===== src/rtl/seg_agu.sv =====
module seg_agu #(
  parameter int OFS_W = 16,
  parameter int SSEG_W = 7
) (
  input  logic                     clk,
  input  logic                     rst_n,
  input  logic [OFS_W-1:0]         db_in,
  input  logic [OFS_W-1:0]         sr_in,
  input  logic [OFS_W-1:0]         pch_in,
  input  logic                     acc_valid,
  input  logic [1:0]               acc_kind,
  input  logic                     acc_we,
  input  logic [OFS_W-1:0]         acc_offset,
  input  logic [OFS_W-1:0]         acc_wdata,
  output logic                     acc_ready,
  input  logic                     push_cmd,
  input  logic                     pop_cmd,
  input  logic [OFS_W-1:0]         push_data,
  input  logic                     sp_load,
  input  logic [OFS_W-1:0]         sp_wdata,
  output logic [OFS_W-1:0]         sp_out,
  output logic [OFS_W-1:0]         pop_data,
  output logic                     pop_valid,
  output logic                     busy,
  output logic                     proto_err,
  output logic [OFS_W+SSEG_W-1:0]  mem_addr,
  output logic                     mem_rd,
  output logic                     mem_wr,
  output logic [OFS_W-1:0]         mem_wdata,
  input  logic                     mem_ready,
  input  logic [OFS_W-1:0]         mem_rdata
);
  localparam int AW = OFS_W + SSEG_W;
  localparam int DSEG_W = AW - (OFS_W - 1);
  localparam logic [OFS_W-1:0] STEP = OFS_W'(2);

  typedef enum logic [1:0] {S_IDLE, S_PUSH, S_POP} st_t;
  st_t state;
  logic [OFS_W-1:0] sp, push_buf;
  logic [AW-1:0] acc_addr;
  logic [SSEG_W-1:0] sseg;

  wire idle    = (state == S_IDLE);
  wire do_push = idle & push_cmd;
  wire do_pop  = idle & pop_cmd & ~push_cmd;
  wire acc_go  = idle & acc_valid & ~push_cmd & ~pop_cmd & (acc_kind != 2'b11);

  assign sseg = sr_in[OFS_W-2 -: SSEG_W];

  always_comb begin
    case (acc_kind)
      2'b00: acc_addr = {acc_offset[OFS_W-1] ? db_in[OFS_W-1 -: DSEG_W] : db_in[DSEG_W-1:0],
                         acc_offset[OFS_W-2:0]};
      2'b01: acc_addr = {sseg, acc_offset};
      2'b10: acc_addr = {pch_in[SSEG_W-1:0], acc_offset};
      default: acc_addr = '0;
    endcase
  end

  assign mem_addr  = idle ? acc_addr : {sseg, sp};
  assign mem_rd    = (state == S_POP)  | (acc_go & ~acc_we);
  assign mem_wr    = (state == S_PUSH) | (acc_go & acc_we);
  assign mem_wdata = idle ? acc_wdata : push_buf;
  assign acc_ready = acc_go & mem_ready;
  assign busy      = ~idle;
  assign sp_out    = sp;

  always_ff @(posedge clk or negedge rst_n) begin
    if (!rst_n) begin
      state     <= S_IDLE;
      sp        <= '0;
      push_buf  <= '0;
      pop_data  <= '0;
      pop_valid <= 1'b0;
      proto_err <= 1'b0;
    end else begin
      pop_valid <= 1'b0;
      proto_err <= idle & push_cmd & pop_cmd;
      case (state)
        S_IDLE: begin
          if (do_push) begin
            sp       <= sp - STEP;
            push_buf <= push_data;
            state    <= S_PUSH;
          end else if (do_pop) begin
            state <= S_POP;
          end else if (sp_load) begin
            sp <= sp_wdata;
          end
        end
        S_PUSH: if (mem_ready) state <= S_IDLE;
        S_POP: if (mem_ready) begin
          pop_data  <= mem_rdata;
          pop_valid <= 1'b1;
          sp        <= sp + STEP;
          state     <= S_IDLE;
        end
        default: state <= S_IDLE;
      endcase
    end
  end
endmodule


===== config.mk =====
export PLATFORM = sky130hd
export DESIGN_NAME = seg_agu
export DESIGN_NICKNAME = d
export VERILOG_FILES = /design/src/rtl/seg_agu.sv
export SDC_FILE = /design/constraint.sdc
export NUM_CORES = 1
export LEC_CHECK = 0
export BUFFER_PORTS_ARGS = -buffer_cell sky130_fd_sc_hd__buf_2
export CELL_PAD_IN_SITES_DETAIL_PLACEMENT = 0
export CELL_PAD_IN_SITES_GLOBAL_PLACEMENT = 1
export CORE_UTILIZATION = 33
export DETAILED_ROUTE_END_ITERATION = 12
export PLACE_DENSITY = 0.91
export SETUP_SLACK_MARGIN = 0.4
export SYNTH_ARGS = -nofsm -noshare
export SYNTH_HDL_FRONTEND = slang
export SYNTH_SLANG_ARGS = --single-unit

===== constraint.sdc =====
create_clock -name clk -period 3.05 [get_ports clk]
set_input_delay 0.4575 -clock clk [delete_from_list [all_inputs] [get_ports clk]]
set_output_delay 0.4575 -clock clk [all_outputs]
set_load 0.03 [all_outputs]

**After elaboration in Yosys (flattened, before gate mapping)**

Cells that the tools add are included.

- Flip-flop bits (word level): 52
- Output and inout bits: 77
- Logic and storage cells: 58

- Bitwise operators: 17
- Multiplexer cells: 15
- Reduce and logical (&&, ||, !) cells: 8
- Equality and inequality tests: 10
- Add/sub/neg operators: 2

Operators with widths:

| kind | count |
|---|---|
| two-way mux 16 bit | 5 |
| one-hot mux 23 bit (3 select lines) | 1 |
| one-hot mux 16 bit (2 select lines) | 1 |
| two-way mux 23 bit | 1 |
| adder 16 x 2 -> 16 bit (second input constant) | 1 |
| subtractor 16 x 2 -> 16 bit (second input constant) | 1 |
| bitwise AND 1 bit | 11 |
| two-way mux 8 bit | 1 |
| two-way mux 2 bit | 3 |
| AND reduction 2 bit | 3 |
| equality test 2 x 1 -> 1 bit (second input constant) | 2 |
| equality test 2 bit (second input constant) | 2 |
| logical NOT 2 bit | 2 |
| inequality test 2 bit (second input constant) | 2 |
| inverter 1 bit | 4 |
| one-hot mux 2 bit (2 select lines) | 1 |
| AND reduction 4 bit | 1 |
| inequality test 3 x 1 -> 1 bit (second input constant) | 1 |
| inequality test 3 x 2 -> 1 bit (second input constant) | 1 |
| inequality test 3 bit (second input constant) | 1 |
| two-way mux 1 bit | 2 |
| inequality test 2 x 1 -> 1 bit (second input constant) | 1 |
| bitwise OR 1 bit | 2 |
| nonzero test 2 bit | 1 |
| OR reduction 2 bit | 1 |

**Depth between registers and ports, before layout**

Gate-level depths: netlist (run 1).

- Depth after elaboration: 7
- Gate-level depth with buffers: 8
- Depth with buffers taken out: 7

**Worst setup path after synthesis (run 1)**

No wires, ideal clock.

- Kind: reg2out
- Start point: reg state[0]
- End point: out mem_addr[16]
- Buffers on the path: 2
- Stages on the path, launching flop included: 7
- Required time: 2592 ps
- Setup slack: 478 ps
- Arrival time: 2114 ps
- Cells stage by stage: dfrtp_1 -> inv_1 -> ha_1 -> buf_2 -> buf_1 -> nand2_1 -> o21ai_0

- Longest elaborated chain between the ends: 2

Ends and longest elaborated chain:

| item | line | source |
|---|---|---|
| from (decl) | 38 | `st_t state;` |
| from (signal assigned) | 70 | `state <= S_IDLE;` |
| from (signal assigned) | 84 | `state <= S_PUSH;` |
| from (signal assigned) | 86 | `state <= S_POP;` |
| logical NOT 2 bit | 43 | `wire idle = (state == S_IDLE);` |
| two-way mux 23 bit | 60 | `assign mem_addr = idle ? acc_addr : {sseg, sp};` |
| to (decl) | 26 | `output logic [OFS_W+SSEG_W-1:0] mem_addr,` |

No other way between the ends.

**Worst setup path in the final report (run 1)**

- Start point: reg state[0]
- End point: out mem_addr[2]

The elaborated chain is that of the path after synthesis.

==> results of run 1 <==
-- Yosys cell counts, types with 2 or more instances --
master and count:
a211oi_1 4, a21o_1 3, a21oi_1 24, a22o_1 3
a2bb2oi_1 2, a311oi_1 2, a31oi_1 9, and2_1 3
and3_1 4, buf_2 8, buf_4 3, buf_6 5
clkbuf_1 10, clkbuf_8 3, dfrtp_1 52, ha_1 5
inv_1 18, mux2_2 33, mux2i_1 9, nand2_1 82
nand3_1 12, nand4_1 4, nor2_1 21, nor2b_1 2
nor3_1 11, nor3b_1 3, nor4_1 3, o211ai_1 4
o21a_1 5, o21ai_0 34, o21ai_1 2, o22ai_1 3
o2bb2ai_1 2, or3_1 2, xnor2_1 6
-- registers in the layout, summed over array words and instances, names as in the netlist --
register,flops
sp_out,16
pop_data,16
state,2
proto_err,1
pop_valid,1
push_buf,16
-- power breakdown --
part           total (W)  switching, W  internal [W]
Combinational    0.00355       0.00232       0.00122
Clock           0.000416      0.000247      0.000169
Sequential       0.00143      0.000404       0.00102
-- final cells by class --
| cell class | count | area (um2) |
|---|---|---|
| fillers | 1050 | 5697 |
| multi-input cells | 319 | 2022 |
| flip-flops and latches | 52 | 1301 |
| repair buffers | 207 | 1069 |
| well taps | 136 | 170.2 |
| clock buffers | 6 | 72.57 |
| inverters | 18 | 67.56 |
| clock inverters | 2 | 17.52 |
-- metal layers --
metal / up-vias / share of wire [%] / track usage (%) / wire [um]
met4: 0 / 1.1 / 4.563 / 123
li1: 1846 / - / - / -
met1: 1762 / 44 / 27.18 / 5017
met3: 10 / 7.5 / 3.495 / 857
met5: - / 0 / 0 / 0
met2: 166 / 47 / 34.78 / 5418
-- through the flow --
step	std cells	setup slack, ns	area [um2]
6_report	740	0.6031	4720
5_1_grt	740	0.4694	4720
4_1_cts	740	0.4248	4701
3_5_place_dp	732	0.7883	4611
3_3_place_gp	732	0.8379	4611
2_1_floorplan	419	0.4780	3576
-- path summary, 6_finish.rpt --
path | cells after the start | to
setup / recovery | 8 | mem_addr[2]
setup reg to reg | 8 | sp_out[15]$_DFFE_PN0P_
max in group asynchronous | 2 | push_buf[8]$_DFFE_PN0P_
min in group clk | 3 | push_buf[3]$_DFFE_PN0P_
hold / removal | 1 | sp_out[1]$_DFFE_PN0P_
hold reg to reg | 2 | push_buf[3]$_DFFE_PN0P_
-- what timing repair did --
| action | 4_1_cts | 5_1_grt |
|---|---|---|
| endpoints found under the hold margin | 0 | 0 |
| gates resized for setup | 0 | 4 |
| endpoints found under the setup margin | 0 | 15 |
-- worst max-delay path, stage by stage (launching register included) --
cell	delay, ns
dfrtp_1	0.41
inv_1	0.13
ha_4	0.21
inv_1	0.14
a21oi_2	0.15
buf_4	0.20
nand2_1	0.06
o21ai_0	0.12
clkbuf_4	0.26
-- cell families (layout without fill, tap and decap cells) --
kind of cell | Yosys count | count (layout) | synth area share [%]
xor gates and xnor gates | 6 | 6 | 1.470
AOI/OAI and AO/OA | 106 | 106 | 18.69
and+or+nand+nor | 160 | 160 | 21.27
DFF | 52 | 52 | 36.39
muxes | 42 | 42 | 12.91
adders and majority gates | 5 | 5 | 1.749
buffers and inverters | 48 | 233 | 7.523
==> impl_metrics.env, run 1 <==
export IMPL_grt_pass1_wl_um=18400
export IMPL_synth_edf_count=0
export IMPL_ios=215
export IMPL_timing_rr_start="state[0]$_DFFE_PN0P_"
export IMPL_design_die_area_mm2=0.01126
export IMPL_area_growth_syn_to_layout_pct=31.98
export IMPL_die_y_um=106.1
export IMPL_p_total_w=0.005393
export IMPL_grt_ovfl_total=0
export IMPL_drive_gt1_share_pct=43.05
export IMPL_worstSetupPathType="reg2out"
export IMPL_core_area_mm2=0.01042
export IMPL_first_pass_iters=4
export IMPL_cts_tree="yes"
export IMPL_synthesis_area_mm2=0.003576
export IMPL_insertedDiodeCount=0
export IMPL_ys_warn_count=0
export IMPL_nets=746
export IMPL_final_common_cell="buf_2"
export IMPL_max_slew_worst_pin_slew_ns=0.6335
export IMPL_synthArstFlopShare_pct=100.0
export IMPL_postCtsSetupRepairBufs=0
export IMPL_hpwl_um=8837
export IMPL_routabilityCongestion=0.8725
export IMPL_path_max_fanout=9
export IMPL_htreeDepth=2
export IMPL_path_clk_slew_ns=0.10
export IMPL_p_per_area_mw_per_mm2=1143
export IMPL_grt_total_usage_pct=20.47
export IMPL_fin_setup_tns_ns=0
export IMPL_maxCapViolations=0
export IMPL_ys_ff_latch=52
export IMPL_hold_viol=0
export IMPL_worst_clock_skew_ns=0.005394
export IMPL_synth_top_area_share_pct=36.39
export IMPL_synth_top_cell_by_area="dfrtp_1"
export IMPL_syn_inst=419
export IMPL_required_ns=2.59
export IMPL_ir_drop_uv=607.0
export IMPL_synth_ff_type="dfrtp_1"
export IMPL_clk_latency_ns=0.31
export IMPL_final_cell_mix="194 x buf_2, 82 x nand2_1, 52 x dfrtp_1"
export IMPL_outcome="completed"
export IMPL_rsz0062_at_grt="false"
export IMPL_timing_hold_ws_ns=0.1265
export IMPL_first_global_vias=3701
export IMPL_crit_start="state[0]$_DFFE_PN0P_"
export IMPL_relSlewSlack_pct=57.77
export IMPL_postSynthAreaPerCell_um2=8.534
export IMPL_cts_hold_buf=0
export IMPL_grt_max_degree=31
export IMPL_synth_cell_types=58
export IMPL_post_drt_wl_per_cell_um=15.43
export IMPL_vias=3784
export IMPL_p_leak_nw=2.373
export IMPL_slew_violations=0
export IMPL_fin_crit_ns=2.447
export IMPL_antenna_found_initial=0
export IMPL_netlist_top_cells_area="dfrtp_1 36%, mux2_2 10%, nand2_1 8.6%"
export IMPL_port_buffers=196
export IMPL_startpoint_type="flip-flop"
export IMPL_rows=37
export IMPL_cp_end_kind="primary output"
export IMPL_setup_viol=0
export IMPL_cts_sinks=52
export IMPL_cp_arrival_ns=1.99
export IMPL_drc=0
export IMPL_final_util_pct=45.31
export IMPL_min_path_type="in2async"
export IMPL_clock_fmax_mhz=408.7
export IMPL_clock_path_buffers=2
export IMPL_avgViaCountPerCell=5.114
export IMPL_ant_nets=0
export IMPL_drt_iter0_drc=211
export IMPL_cts_root_buf="clkbuf_8"
export IMPL_r2r_slack_ns=0.81
export IMPL_die_x_um=106.1
export IMPL_syn_nets=562
export IMPL_period_share_pct=80.22
export IMPL_cts_made_buffers=5
export IMPL_ys_seq_area_share_pct=36.39
export IMPL_initial_utilization_pct=34.33
export IMPL_finalWirelength_um=11420
Power figures use the tool's default switching activity.
==> inputs of run 2 (changes only) <==
--- a/config.mk
+++ b/config.mk
@@ -8,9 +8,9 @@
 export BUFFER_PORTS_ARGS = -buffer_cell sky130_fd_sc_hd__buf_2
 export CELL_PAD_IN_SITES_DETAIL_PLACEMENT = 0
 export CELL_PAD_IN_SITES_GLOBAL_PLACEMENT = 1
-export CORE_UTILIZATION = 33
+export CORE_UTILIZATION = 27
 export DETAILED_ROUTE_END_ITERATION = 12
-export PLACE_DENSITY = 0.91
+export PLACE_DENSITY = 0.8
 export SETUP_SLACK_MARGIN = 0.4
 export SYNTH_ARGS = -nofsm -noshare
 export SYNTH_HDL_FRONTEND = slang
==> constraint.sdc (replaced) <==
create_clock -name clk -period 2.21 [get_ports clk]
set_input_delay 0.3315 -clock clk [delete_from_list [all_inputs] [get_ports clk]]
set_output_delay 0.3315 -clock clk [all_outputs]
set_load 0.03 [all_outputs]
==> impl_metrics.env, run 2 (same netlist as run 1, synthesis figures left out) <==
export IMPL_die_y_um=117.1
export IMPL_setup_viol=0
export IMPL_initial_utilization_pct=27.99
export IMPL_avgViaCountPerCell=4.929
export IMPL_r2r_slack_ns=0.22
export IMPL_relSlewSlack_pct=69.23
export IMPL_timing_hold_ws_ns=-0.0007334
export IMPL_cts_made_buffers=5
export IMPL_clock_fmax_mhz=466.4
export IMPL_vias=4086
export IMPL_cp_arrival_ns=1.81
export IMPL_ir_drop_uv=685.4
export IMPL_path_max_fanout=6
export IMPL_p_total_w=0.009970
export IMPL_antenna_found_initial=1
export IMPL_period_share_pct=97.01
export IMPL_num_fill_cells=1185
export IMPL_ant_nets=0
export IMPL_cts_root_buf="clkbuf_16"
export IMPL_final_cell_mix="170 x buf_2, 60 x nand2_1, 47 x buf_4, 47 x dfrtp_1, 33 x mux2_2"
export IMPL_die_x_um=117.1
export IMPL_crit_family="buffers and inverters"
export IMPL_routabilityCongestion=0.8342
export IMPL_path_cells="inv_2, ha_4, clkinvlp_4, a21oi_4, buf_6, buf_16, nand2_4, o21ai_2, buf_6"
export IMPL_fin_ws_ns=0.06600
export IMPL_rsz0062_at_grt="true"
export IMPL_path_clk_slew_ns=0.08
export IMPL_grt_ovfl_total=0
export IMPL_timing_rr_start="state[1]$_DFFE_PN0P_"
export IMPL_reg2regPathDepth=12
export IMPL_stdcell_count=829
export IMPL_grt_total_usage_pct=19.15
export IMPL_cts_hold_buf=0
export IMPL_startpoint_type="flip-flop"
export IMPL_worst_clock_skew_ns=0.004442
export IMPL_cpMostUsedCell="buf_6"
export IMPL_area_growth_syn_to_layout_pct=70.12
export IMPL_grt_pass1_wl_um=19670
export IMPL_violations="hold timing"
export IMPL_ios=215
export IMPL_clock_path_buffers=2
export IMPL_first_global_vias=3818
export IMPL_p_leak_nw=2.904
export IMPL_cts_tree="yes"
export IMPL_rows=41
export IMPL_clk_latency_ns=0.30
export IMPL_post_drt_wl_per_cell_um=15.80
export IMPL_final_common_cell="buf_2"
export IMPL_htreeDepth=2
export IMPL_slew_violations=0
export IMPL_required_ns=1.88
export IMPL_core_area_mm2=0.01277
export IMPL_cp_end_kind="primary output"
export IMPL_nets=798
export IMPL_slowest_stage="dfrtp_1"
export IMPL_cts_sinks=52
export IMPL_reg2reg_to="sp_out[9]$_DFFE_PN0P_"
export IMPL_min_path_type="in2async"
export IMPL_p_per_area_mw_per_mm2=1639
export IMPL_hpwl_um=9026
export IMPL_hold_viol=1
export IMPL_crit_path_max_incr_delay_ns=0.39
export IMPL_max_slew_worst_pin_slew_ns=0.4573
export IMPL_drive_gt1_share_pct=59.76
export IMPL_drc=0
export IMPL_post_place_ws_ns=0.2238
export IMPL_port_buffers=196
export IMPL_outcome="finished, violations left"
export IMPL_design_die_area_mm2=0.01371
export IMPL_worstSetupPathType="reg2out"
export IMPL_grt_max_degree=31
export IMPL_finalWirelength_um=13100
export IMPL_dp_cells=775
export IMPL_drt_iter0_drc=193
export IMPL_maxCapViolations=0
export IMPL_first_pass_iters=4
export IMPL_fin_crit_ns=2.144
export IMPL_fin_setup_tns_ns=0
export IMPL_cp_buffers_inverters=5
run 2: changes by cell type in the layout (fill, tap and decap cells not counted), sizes merged:
cell      previous run  this run
clkinvlp             0         3
o221a                1         2
clkinv               0         1
buf                205       258
clkbuf               8         5
inv                 20        17
diode                0         1
run 2: where the power goes:
part / internal, W / switching [W]
clock network: 0.000431 / 0.000407
logic: 0.00313 / 0.00403
registers: 0.00143 / 0.000539
total: 0.00499 / 0.00498
run 2: worst max path at each step:
stage | start | endpoint | slack, ns | depth (start not counted)
after global routing | state[0]$_DFFE_PN0P_ | mem_addr[2] | -0.007 | 9
after CTS | state[0]$_DFFE_PN0P_ | mem_addr[13] | 0.07 | 9
after floorplan | state[1]$_DFFE_PN0P_ | mem_addr[6] | 0.24 | 8
final | state[0]$_DFFE_PN0P_ | mem_addr[1] | 0.07 | 9
after global placement | state[1]$_DFFE_PN0P_ | sp_out[12]$_DFFE_PN0P_ | 0.26 | 8
after detailed placement | state[0]$_DFFE_PN0P_ | mem_addr[16] | 0.22 | 7
run 2: layer usage:
| metal | vias up | wire length (um) | global-route usage [%] |
|---|---|---|---|
| met5 | - | 0 | 0 |
| met4 | 0 | 260 | 6.329 |
| met3 | 19 | 848 | 4.531 |
| met2 | 163 | 6623 | 32.90 |
| met1 | 1931 | 5366 | 23.61 |
| li1 | 1973 | - | - |
run 2: repair_timing:
item,4_1_cts,5_1_grt
gates cloned,3,0
gates resized for setup,87,52
endpoints found under the setup margin,72,58
pin swaps,14,23
buffers inserted,23,19
run 2: through the flow:
stage               area (um2)  utilization [%]
global placement          5039            39.45
CTS                       5729            44.85
finish                    6083            47.62
detailed placement        5039            39.45
floorplan                 3909                -
global route              6081            47.61
run 2: layout make-up:
class	instances	area, um2	share of cell area (%)
clock inverter	3	27.53	0.4525
timing repair buffer	258	1754	28.84
antenna	1	2.502	0.04114
clock buffer	5	125.1	2.057
inverter	18	77.57	1.275
tap	172	215.2	3.538
sequential	52	1308	21.49
multi-input combinational	320	2574	42.31
